### src/rtl/tfr_pkg.sv
package tfr_pkg;

    localparam int HDR_BITS   = 4;
    localparam int PROTO_BITS = 3;

    typedef enum logic [1:0] {
        ST_IDLE = 2'd0,
        ST_WAKE = 2'd1,
        ST_XFER = 2'd2,
        ST_TAIL = 2'd3
    } state_t;

endpackage

### src/rtl/tfr_strobe_gen.sv
module tfr_strobe_gen #(
    parameter int HALF_CYC = 6250
) (
    input  logic clk,
    input  logic rst_n,
    input  logic run,
    output logic strobe_o,
    output logic sample_o,
    output logic phase_end_o
);
    localparam int CW = $clog2(HALF_CYC + 1);
    localparam logic [CW-1:0] LAST = CW'(HALF_CYC - 1);

    typedef struct packed {
        logic [CW-1:0] cnt;
        logic          strb;
    } sg_t;

    sg_t d, q;

    always_comb begin
        d = q;
        if (!run) begin
            d.cnt  = '0;
            d.strb = 1'b0;
        end else if (q.cnt == LAST) begin
            d.cnt  = '0;
            d.strb = ~q.strb;
        end else begin
            d.cnt = q.cnt + 1'b1;
        end
    end

    always_ff @(posedge clk or negedge rst_n) begin
        if (!rst_n) q <= '0;
        else        q <= d;
    end

    assign strobe_o    = q.strb;
    assign sample_o    = run && q.strb && (q.cnt == '0);
    assign phase_end_o = run && q.strb && (q.cnt == LAST);

endmodule

### src/rtl/tfr_wake_timer.sv
module tfr_wake_timer #(
    parameter int WAKE_CYC = 125000
) (
    input  logic clk,
    input  logic rst_n,
    input  logic run,
    output logic expired_o
);
    localparam int CW = $clog2(WAKE_CYC + 1);
    localparam logic [CW-1:0] LAST = CW'(WAKE_CYC - 1);

    logic [CW-1:0] cnt_d, cnt_q;

    always_comb begin
        cnt_d = cnt_q;
        if (!run)                cnt_d = '0;
        else if (cnt_q != LAST)  cnt_d = cnt_q + 1'b1;
    end

    always_ff @(posedge clk or negedge rst_n) begin
        if (!rst_n) cnt_q <= '0;
        else        cnt_q <= cnt_d;
    end

    assign expired_o = run && (cnt_q == LAST);

endmodule

### src/rtl/tfr_shifter.sv
module tfr_shifter
    import tfr_pkg::*;
#(
    parameter int DATA_BITS = 60
) (
    input  logic                 clk,
    input  logic                 rst_n,
    input  logic                 clear,
    input  logic                 shift,
    input  logic                 bit_in,
    output logic [HDR_BITS-1:0]  hdr_o,
    output logic [DATA_BITS-1:0] data_o,
    output logic [$clog2(HDR_BITS+DATA_BITS+1)-1:0] cnt_o
);
    localparam int TOTAL = HDR_BITS + DATA_BITS;
    localparam int NW    = $clog2(TOTAL + 1);

    typedef struct packed {
        logic [HDR_BITS-1:0]  hdr;
        logic [DATA_BITS-1:0] data;
        logic [NW-1:0]        cnt;
    } sh_t;

    sh_t d, q;

    always_comb begin
        d = q;
        if (clear) begin
            d = '0;
        end else if (shift) begin
            if (q.cnt < NW'(HDR_BITS)) d.hdr  = {q.hdr[HDR_BITS-2:0], bit_in};
            else                       d.data = {q.data[DATA_BITS-2:0], bit_in};
            d.cnt = q.cnt + 1'b1;
        end
    end

    always_ff @(posedge clk or negedge rst_n) begin
        if (!rst_n) q <= '0;
        else        q <= d;
    end

    assign hdr_o  = q.hdr;
    assign data_o = q.data;
    assign cnt_o  = q.cnt;

endmodule

### src/rtl/tsig_frame_reader.sv
module tsig_frame_reader
    import tfr_pkg::*;
#(
    parameter int HALF_CYC  = 6250,
    parameter int WAKE_CYC  = 125000,
    parameter int DATA_BITS = 60
) (
    input  logic                  clk,
    input  logic                  rst_n,
    input  logic                  frame_rdy_i,
    input  logic                  ser_dat_i,
    output logic                  rd_strobe_o,
    output logic [PROTO_BITS-1:0] proto_o,
    output logic                  sig_o,
    output logic [DATA_BITS-1:0]  minute_o,
    output logic                  minute_valid_o,
    output logic                  done_o,
    output logic                  err_o
);
    localparam int TOTAL = HDR_BITS + DATA_BITS;
    localparam int NW    = $clog2(TOTAL + 1);

    typedef struct packed {
        state_t                st;
        logic                  rdy;
        logic                  done;
        logic                  err;
        logic [PROTO_BITS-1:0] proto;
        logic                  sig;
        logic                  valid;
        logic [DATA_BITS-1:0]  minute;
    } ctl_t;

    ctl_t d, q;

    logic                 wake_done, sample, phase_end, strobe;
    logic                 clr, shift;
    logic [HDR_BITS-1:0]  hdr;
    logic [DATA_BITS-1:0] data;
    logic [NW-1:0]        bit_cnt;

    tfr_wake_timer #(.WAKE_CYC(WAKE_CYC)) u_wake (
        .clk       (clk),
        .rst_n     (rst_n),
        .run       (q.st == ST_WAKE),
        .expired_o (wake_done)
    );

    tfr_strobe_gen #(.HALF_CYC(HALF_CYC)) u_strb (
        .clk         (clk),
        .rst_n       (rst_n),
        .run         ((q.st == ST_XFER) || (q.st == ST_TAIL)),
        .strobe_o    (strobe),
        .sample_o    (sample),
        .phase_end_o (phase_end)
    );

    tfr_shifter #(.DATA_BITS(DATA_BITS)) u_shift (
        .clk    (clk),
        .rst_n  (rst_n),
        .clear  (clr),
        .shift  (shift),
        .bit_in (ser_dat_i),
        .hdr_o  (hdr),
        .data_o (data),
        .cnt_o  (bit_cnt)
    );

    always_comb begin
        d      = q;
        d.done = 1'b0;
        d.err  = 1'b0;
        d.rdy  = frame_rdy_i;
        clr    = 1'b0;
        shift  = 1'b0;
        case (q.st)
            ST_IDLE: begin
                if (frame_rdy_i && !q.rdy) begin
                    d.st = ST_WAKE;
                    clr  = 1'b1;
                end
            end
            ST_WAKE: begin
                if (!frame_rdy_i) begin
                    d.st  = ST_IDLE;
                    d.err = 1'b1;
                end else if (wake_done) begin
                    d.st = ST_XFER;
                end
            end
            ST_XFER: begin
                if (!frame_rdy_i) begin
                    d.st  = ST_IDLE;
                    d.err = 1'b1;
                end else if (sample) begin
                    shift = 1'b1;
                    if ((bit_cnt == NW'(HDR_BITS - 1)) && !ser_dat_i) d.st = ST_TAIL;
                    else if (bit_cnt == NW'(TOTAL - 1))               d.st = ST_TAIL;
                end
            end
            ST_TAIL: begin
                // abort is checked before completion: it wins on a shared edge
                if (!frame_rdy_i) begin
                    d.st  = ST_IDLE;
                    d.err = 1'b1;
                end else if (phase_end) begin
                    d.st     = ST_IDLE;
                    d.done   = 1'b1;
                    d.proto  = hdr[HDR_BITS-1:1];
                    d.sig    = hdr[0];
                    d.valid  = (bit_cnt == NW'(TOTAL));
                    d.minute = (bit_cnt == NW'(TOTAL)) ? data : '0;
                end
            end
            default: d.st = ST_IDLE;
        endcase
    end

    always_ff @(posedge clk or negedge rst_n) begin
        if (!rst_n) q <= '0;
        else        q <= d;
    end

    assign rd_strobe_o    = strobe;
    assign proto_o        = q.proto;
    assign sig_o          = q.sig;
    assign minute_o       = q.minute;
    assign minute_valid_o = q.valid;
    assign done_o         = q.done;
    assign err_o          = q.err;

endmodule

### config.mk
export PLATFORM = sky130hd
export DESIGN_NAME = tsig_frame_reader
export DESIGN_NICKNAME = d
export VERILOG_FILES = /design/src/rtl/tfr_pkg.sv /design/src/rtl/tfr_strobe_gen.sv /design/src/rtl/tfr_wake_timer.sv /design/src/rtl/tfr_shifter.sv /design/src/rtl/tsig_frame_reader.sv
export SDC_FILE = /design/constraint.sdc
export NUM_CORES = 1
export LEC_CHECK = 0
export ABC_AREA = 1
export CELL_PAD_IN_SITES_DETAIL_PLACEMENT = 0
export CELL_PAD_IN_SITES_GLOBAL_PLACEMENT = 1
export CORE_ASPECT_RATIO = 1.25
export CORE_UTILIZATION = 36
export DETAILED_ROUTE_END_ITERATION = 6
export DONT_BUFFER_PORTS = 1
export GPL_TIMING_DRIVEN = 0
export PLACE_DENSITY = 0.61
export SYNTH_ARGS = -nofsm -noshare
export SYNTH_HDL_FRONTEND = slang
export SYNTH_SLANG_ARGS = --single-unit
export TNS_END_PERCENT = 5
### constraint.sdc
create_clock -name clk -period 2 [get_ports clk]
set_input_delay 0.2 -clock clk [delete_from_list [all_inputs] [get_ports clk]]
set_output_delay 0.2 -clock clk [all_outputs]
set_load 0.01 [all_outputs]
==> results of run 1 <==
-- synth_stat cells, types with 6 or more instances --
cell	instances
buf_4	64
nor2_1	55
clkbuf_1	17
buf_6	7
buf_2	10
nor3_1	15
inv_1	52
ha_1	6
nand3_1	85
a21oi_1	19
dfrtp_1	172
nand2_1	372
nand4_1	7
o21ai_0	27
-- area by class of cell --
type / count / area [sq um] / area share
Buffer: 98 / 702 / 0.0796
Clock buffer: 17 / 425 / 0.0482
Clock inverter: 15 / 171 / 0.0194
Inverter: 53 / 201 / 0.0228
Multi-Input combinational cell: 608 / 2660 / 0.301
Sequential cell: 172 / 4300 / 0.488
Tap cell: 274 / 343 / 0.0389
Timing Repair Buffer: 2 / 20.0 / 0.00227
-- layer usage --
metal	GRT usage	routed length [um]	part of all wire	up-vias
met2	0.260	8130	0.49	60
met5	0	0	0	-
met1	0.217	8050	0.48	2678
li1	-	-	-	2922
met3	0.0335	373	0.022	7
met4	0.0464	146	0.0087	0
-- sequential cells by signal, summed over array words and instances, names as in the netlist --
name,count
u_shift.hdr_o,4
err_o,1
proto_o,3
u_wake.cnt_q,17
done_o,1
u_shift.data_o,60
sig_o,1
u_strb.q,13
minute_o,60
q,3
u_shift.cnt_o,7
minute_valid_o,1
u_strb.strobe_o,1
-- final timing paths --
| check | from | endpoint | slack (ns) | cells after the start |
|---|---|---|---|---|
| worst max-delay path | u_strb.q[5]$_DFF_PN0_ | minute_o[9]$_DFFE_PN0P_ | 0.14 | 10 |
| worst min-delay path | rst_n | minute_o[52]$_DFFE_PN0P_ | -0.53 | 0 |
| worst max register to register | u_strb.q[5]$_DFF_PN0_ | minute_o[9]$_DFFE_PN0P_ | 0.14 | 10 |
| worst min register to register | u_wake.cnt_q[14]$_DFFE_PN0N_ | u_wake.cnt_q[14]$_DFFE_PN0N_ | 0.46 | 1 |
| max in group asynchronous | rst_n | minute_o[37]$_DFFE_PN0P_ | 2.19 | 0 |
| min in group clk | frame_rdy_i | q[69]$_DFFE_PN0P_ | 0.11 | 4 |
-- worst reg2reg max path: stages (launching register included) --
cell and delay, ns:
dfrtp_1 0.37, buf_2 0.16, nor2_1 0.09, nand2_1 0.10, nand3b_1 0.17, nor2_1 0.17
nand2_4 0.16, nor2_8 0.21, buf_4 0.21, nand2_1 0.06, nand2_1 0.07
-- report_power, final --
| group | internal (mW) | total (mW) | switching, mW |
|---|---|---|---|
| Clock | 1.78 | 3.33 | 1.55 |
| Sequential | 3.57 | 3.67 | 0.0965 |
| Combinational | 0.177 | 0.601 | 0.424 |
| Total | 5.53 | 7.60 | 2.07 |
-- per-stage QoR --
stage | instances | power (mW) | util | instance area, sq um | TNS (ns)
global placement | 1205 | 4.34 | 0.387 | 8150 | -2.49
global route | 1239 | 7.98 | 0.419 | 8820 | -0.0114
floorplan | 931 | 4.16 | - | 7810 | 0
finish | 1239 | 7.60 | 0.419 | 8820 | 0
detailed placement | 1205 | 4.33 | 0.387 | 8150 | -4.14
CTS | 1239 | 7.73 | 0.417 | 8780 | 0
-- cell families (layout without fill, tap and decap cells) --
family | count (synthesis) | count (layout) | share of synthesized area
buf+inv | 151 | 185 | 0.112
flops | 172 | 172 | 0.551
xor+xnor | 2 | 2 | 0.00224
fa+ha+maj | 6 | 6 | 0.00961
compound gates | 54 | 54 | 0.0365
simple gates | 546 | 546 | 0.289
-- repair_timing --
| action | 4_1_cts | 5_1_grt |
|---|---|---|
| hold endpoints to repair | 176 | 172 |
| setup endpoints to repair | 70 | 87 |
| pin swaps | 1 | 0 |
| gates resized for setup | 4 | 32 |
==> results_dict.tcl, run 1 <==
set metrics [dict create \
    outcome "finished, violations left" \
    violations "negative hold slack" \
    crit_required_ns 2.35 \
    synth_cell_types 29 \
    mostFrequentLayoutCell "nand2_1" \
    synth-edff-count 0 \
    final_nets 962 \
    cp_num_buf_inv 2 \
    dpl.hpwl_um 11000 \
    grt_pass1_vias 5638 \
    syn_area_sq_mm 0.00781 \
    post_cts_buffers 0 \
    coreArea_sq_mm 0.0210 \
    fp.dieH_um 167 \
    path_clk_slew_ns 0.07 \
    avgViaCountPerCell 4.57 \
    powerDensity_mw_per_mm2 862 \
    finalHoldViolCount 172 \
    p_leak_nw 4.80 \
    holdCritPathClass "primary input to asynchronous set/reset pin" \
    ir_worst_vdd_mv 0.569 \
    min_period_ns 1.86 \
    cts_root_buf "clkbuf_16" \
    final.fill_count 2133 \
    crit_type "flop to flop" \
    grt_pass1_wl_um 28800 \
    synth_nets 941 \
    dieArea_sq_mm 0.0223 \
    drv_cap 0 \
    io_buffers 0 \
    num_rows 59 \
    drive_gt1_frac 0.137 \
    tightestPinTransition_ns 0.467 \
    fin_worst_skew_ns 0.0180 \
    cp_common_cell "nand2_1" \
    ant_nets 0 \
    antenna_found_initial 0 \
    drc 0 \
    clkSinkCount 172 \
    syn_to_final_growth_pct 13.0 \
    clk_latency_ns 0.43 \
    grt_max_degree 173 \
    timing.final.ws_setup_ns 0.143 \
    asyncSetResetFlopFracSynth 1.00 \
    ys.flop_type "dfrtp_1" \
    initial_core_util 0.371 \
    routed_wl_um 16700 \
    drt-pass1-iter-count 4 \
    clock_path_buffers 2 \
    path_delay_family "simple AND/OR/NAND/NOR gates" \
    critical_path.slowest_cell "dfrtp_1" \
    arrival_ns 2.21 \
    grt_overflow 0 \
    synth_top_cells_by_area "dfrtp_1 55%, nand2_1 18%, buf_4 6.2%" \
    path_cells "buf_2 -> nor2_1 -> nand2_1 -> nand3b_1 -> nor2_1 -> nand2_4 -> nor2_8 -> buf_4 -> nand2_1 -> nand2_1" \
    post-place-ws_ns -0.0852 \
    track_usage 0.161 \
    ys_ff_latch 172 \
    globalplace.congestion 0.768 \
    holdBufCountCts 2 \
    cts_made_buffers 17 \
    slew_headroom 0.689 \
    yosys_warnings 0 \
    setup.worst_path.end_class "flop" \
    diodes 0 \
    syn_inst 931 \
    whs_ns -0.534 \
    start_kind "flop" \
    avgSynthCellArea_sq_um 8.39 \
    timing.fmax_mhz 538 \
    route.vias.total 5667 \
    final_cell_mix "370 x nand2_1, 172 x dfrtp_1, 85 x nand3_1" \
    cts-htree-levels 4 \
    finalSetupViolCount 0 \
    crit_path_max_incr_delay_ns 0.37 \
    drv_slew 0 \
    synth_top_area_share 0.551 \
    synth_top_area_cell "dfrtp_1" \
    rsz0062_at_grt "true" \
    drt-initial-drc-count 335 \
    pin_count 72 \
    cts_tree "done" \
    dieWidth_um 134 \
    path_max_fanout 10 \
    period_share 0.929 \
    wl_per_cell_um 13.5 \
    synth-seq-area-share 0.551 \
]
(Power assumes the default switching activity.)
==> inputs of run 2 (changes only) <==
--- a/config.mk
+++ b/config.mk
@@ -14,6 +14,7 @@
 export DONT_BUFFER_PORTS = 1
 export GPL_TIMING_DRIVEN = 0
 export PLACE_DENSITY = 0.61
+export RECOVER_POWER = 50
 export SYNTH_ARGS = -nofsm -noshare
 export SYNTH_HDL_FRONTEND = slang
 export SYNTH_SLANG_ARGS = --single-unit
==> results_dict.tcl, run 2 (synthesis results as in run 1) <==
set metrics [dict create \
    timing.fmax_mhz 539 \
    coreArea_sq_mm 0.0210 \
    violations "negative hold slack" \
    num_rows 59 \
    crit_start "u_strb.q[5]$_DFF_PN0_" \
    grt_pass1_wl_um 28800 \
    drt-pass1-iter-count 4 \
    cts_tree "done" \
    grt_max_degree 173 \
    mostFrequentLayoutCell "nand2_1" \
    cts_made_buffers 17 \
    r2r-start "u_strb.q[5]$_DFF_PN0_" \
    r2r_cells 10 \
    dpl.hpwl_um 11000 \
    ir_worst_vdd_mv 0.570 \
    tightestPinTransition_ns 0.467 \
    drt-initial-drc-count 335 \
    clkSinkCount 172 \
    grt_overflow 0 \
    final_cell_mix "370 x nand2_1, 172 x dfrtp_1, 85 x nand3_1" \
    initial_core_util 0.371 \
    dieWidth_um 134 \
    fp.dieH_um 167 \
    routed_wl_um 16700 \
    clock_path_buffers 2 \
    drv_cap 0 \
    io_buffers 0 \
    start_kind "flop" \
    setup.worst_path.end_class "flop" \
    wl_per_cell_um 13.5 \
    ant_nets 0 \
    syn_to_final_growth_pct 12.3 \
    route.vias.total 5667 \
    crit_type "flop to flop" \
    path_clk_slew_ns 0.07 \
    finalHoldViolCount 172 \
    antenna_found_initial 0 \
    globalplace.congestion 0.768 \
    holdCritPathClass "primary input to asynchronous set/reset pin" \
    whs_ns -0.534 \
    cts_root_buf "clkbuf_16" \
    avgViaCountPerCell 4.57 \
    pin_count 72 \
    powerDensity_mw_per_mm2 867 \
    path_max_fanout 10 \
    cts-htree-levels 4 \
    finalPower_mw 7.60 \
    grt_pass1_vias 5638 \
    rsz0062_at_grt "true" \
    holdBufCountCts 2 \
    period_share 0.928 \
    crit_end "minute_o[9]$_DFFE_PN0P_" \
    r2r_end "minute_o[9]$_DFFE_PN0P_" \
    track_usage 0.161 \
    clk_latency_ns 0.43 \
    drc 0 \
    diodes 0 \
    fin_worst_skew_ns 0.0180 \
    drv_slew 0 \
    min_period_ns 1.86 \
    crit_required_ns 2.35 \
    finalSetupViolCount 0 \
    final_nets 962 \
    ff2ff_setup_slack_ns 0.14 \
    outcome "finished, violations left" \
    dieArea_sq_mm 0.0223 \
    final_core_util 0.417 \
    drive_gt1_frac 0.122 \
    arrival_ns 2.21 \
    p_leak_nw 4.74 \
    slew_headroom 0.689 \
]
## run 2: report_power, final
part           total, mW  internal, mW  switching, mW
combinational      0.601         0.177          0.425
clock               3.33          1.78           1.55
sequential          3.67          3.57         0.0965
## run 2: worst max-delay path: stages (launching register included)
cell and delay, ns:
dfrtp_1 0.37, buf_2 0.16, nor2_1 0.09, nand2_1 0.10, nand3b_1 0.17, nor2_1 0.17
nand2_4 0.16, nor2_8 0.21, buf_4 0.21, nand2_1 0.06, nand2_1 0.07
## run 2: layout make-up
| type | count | area [sq um] |
|---|---|---|
| Buffer | 98 | 649 |
| Clock buffer | 17 | 425 |
| Clock inverter | 15 | 171 |
| Fill cell | 2153 | 12300 |
| Inverter | 53 | 201 |
| Multi-Input combinational cell | 608 | 2660 |
| Sequential cell | 172 | 4300 |
| Tap cell | 274 | 343 |
| Timing Repair Buffer | 2 | 20.0 |
## run 2: worst min-delay path by stage
stage	from	to	slack, ns	cells after the start
2_1_floorplan	rst_n	done_o$_DFF_PN0_	-0.1	0
3_3_place_gp	rst_n	minute_o[53]$_DFFE_PN0P_	-0.09	0
3_5_place_dp	rst_n	minute_o[51]$_DFFE_PN0P_	-0.09	0
4_1_cts	rst_n	minute_o[39]$_DFFE_PN0P_	-0.55	0
5_1_grt	rst_n	minute_o[52]$_DFFE_PN0P_	-0.57	0
6_report	rst_n	minute_o[52]$_DFFE_PN0P_	-0.53	0
## run 2: metal layers
metal  track usage  routed length (um)  vias to the layer above
li1              -                   -                     2922
met1         0.217                8050                     2678
met2         0.260                8130                       60
met3        0.0335                 389                        7
met4        0.0464                 146                        0
met5             0                   0                        -
## run 2: repair_timing
item | 4_1_cts | 5_1_grt
setup endpoints to repair | 70 | 87
hold endpoints to repair | 176 | 172
pin swaps | 1 | 0
gates resized for setup | 4 | 32
setup buffers | 0 | 0
## run 2: per-stage QoR
| step | instances | worst slack [ns] | hold slack (ns) | TNS [ns] | area, sq um |
|---|---|---|---|---|---|
| 2_1_floorplan | 931 | 0.431 | -0.0956 | 0 | 7810 |
| 3_3_place_gp | 1205 | -0.0531 | -0.0874 | -2.49 | 8150 |
| 3_5_place_dp | 1205 | -0.0852 | -0.0885 | -4.14 | 8150 |
| 4_1_cts | 1239 | 0.0210 | -0.551 | 0 | 8780 |
| 5_1_grt | 1239 | -0.0105 | -0.566 | -0.0114 | 8770 |
| 6_report | 1239 | 0.144 | -0.534 | 0 | 8770 |
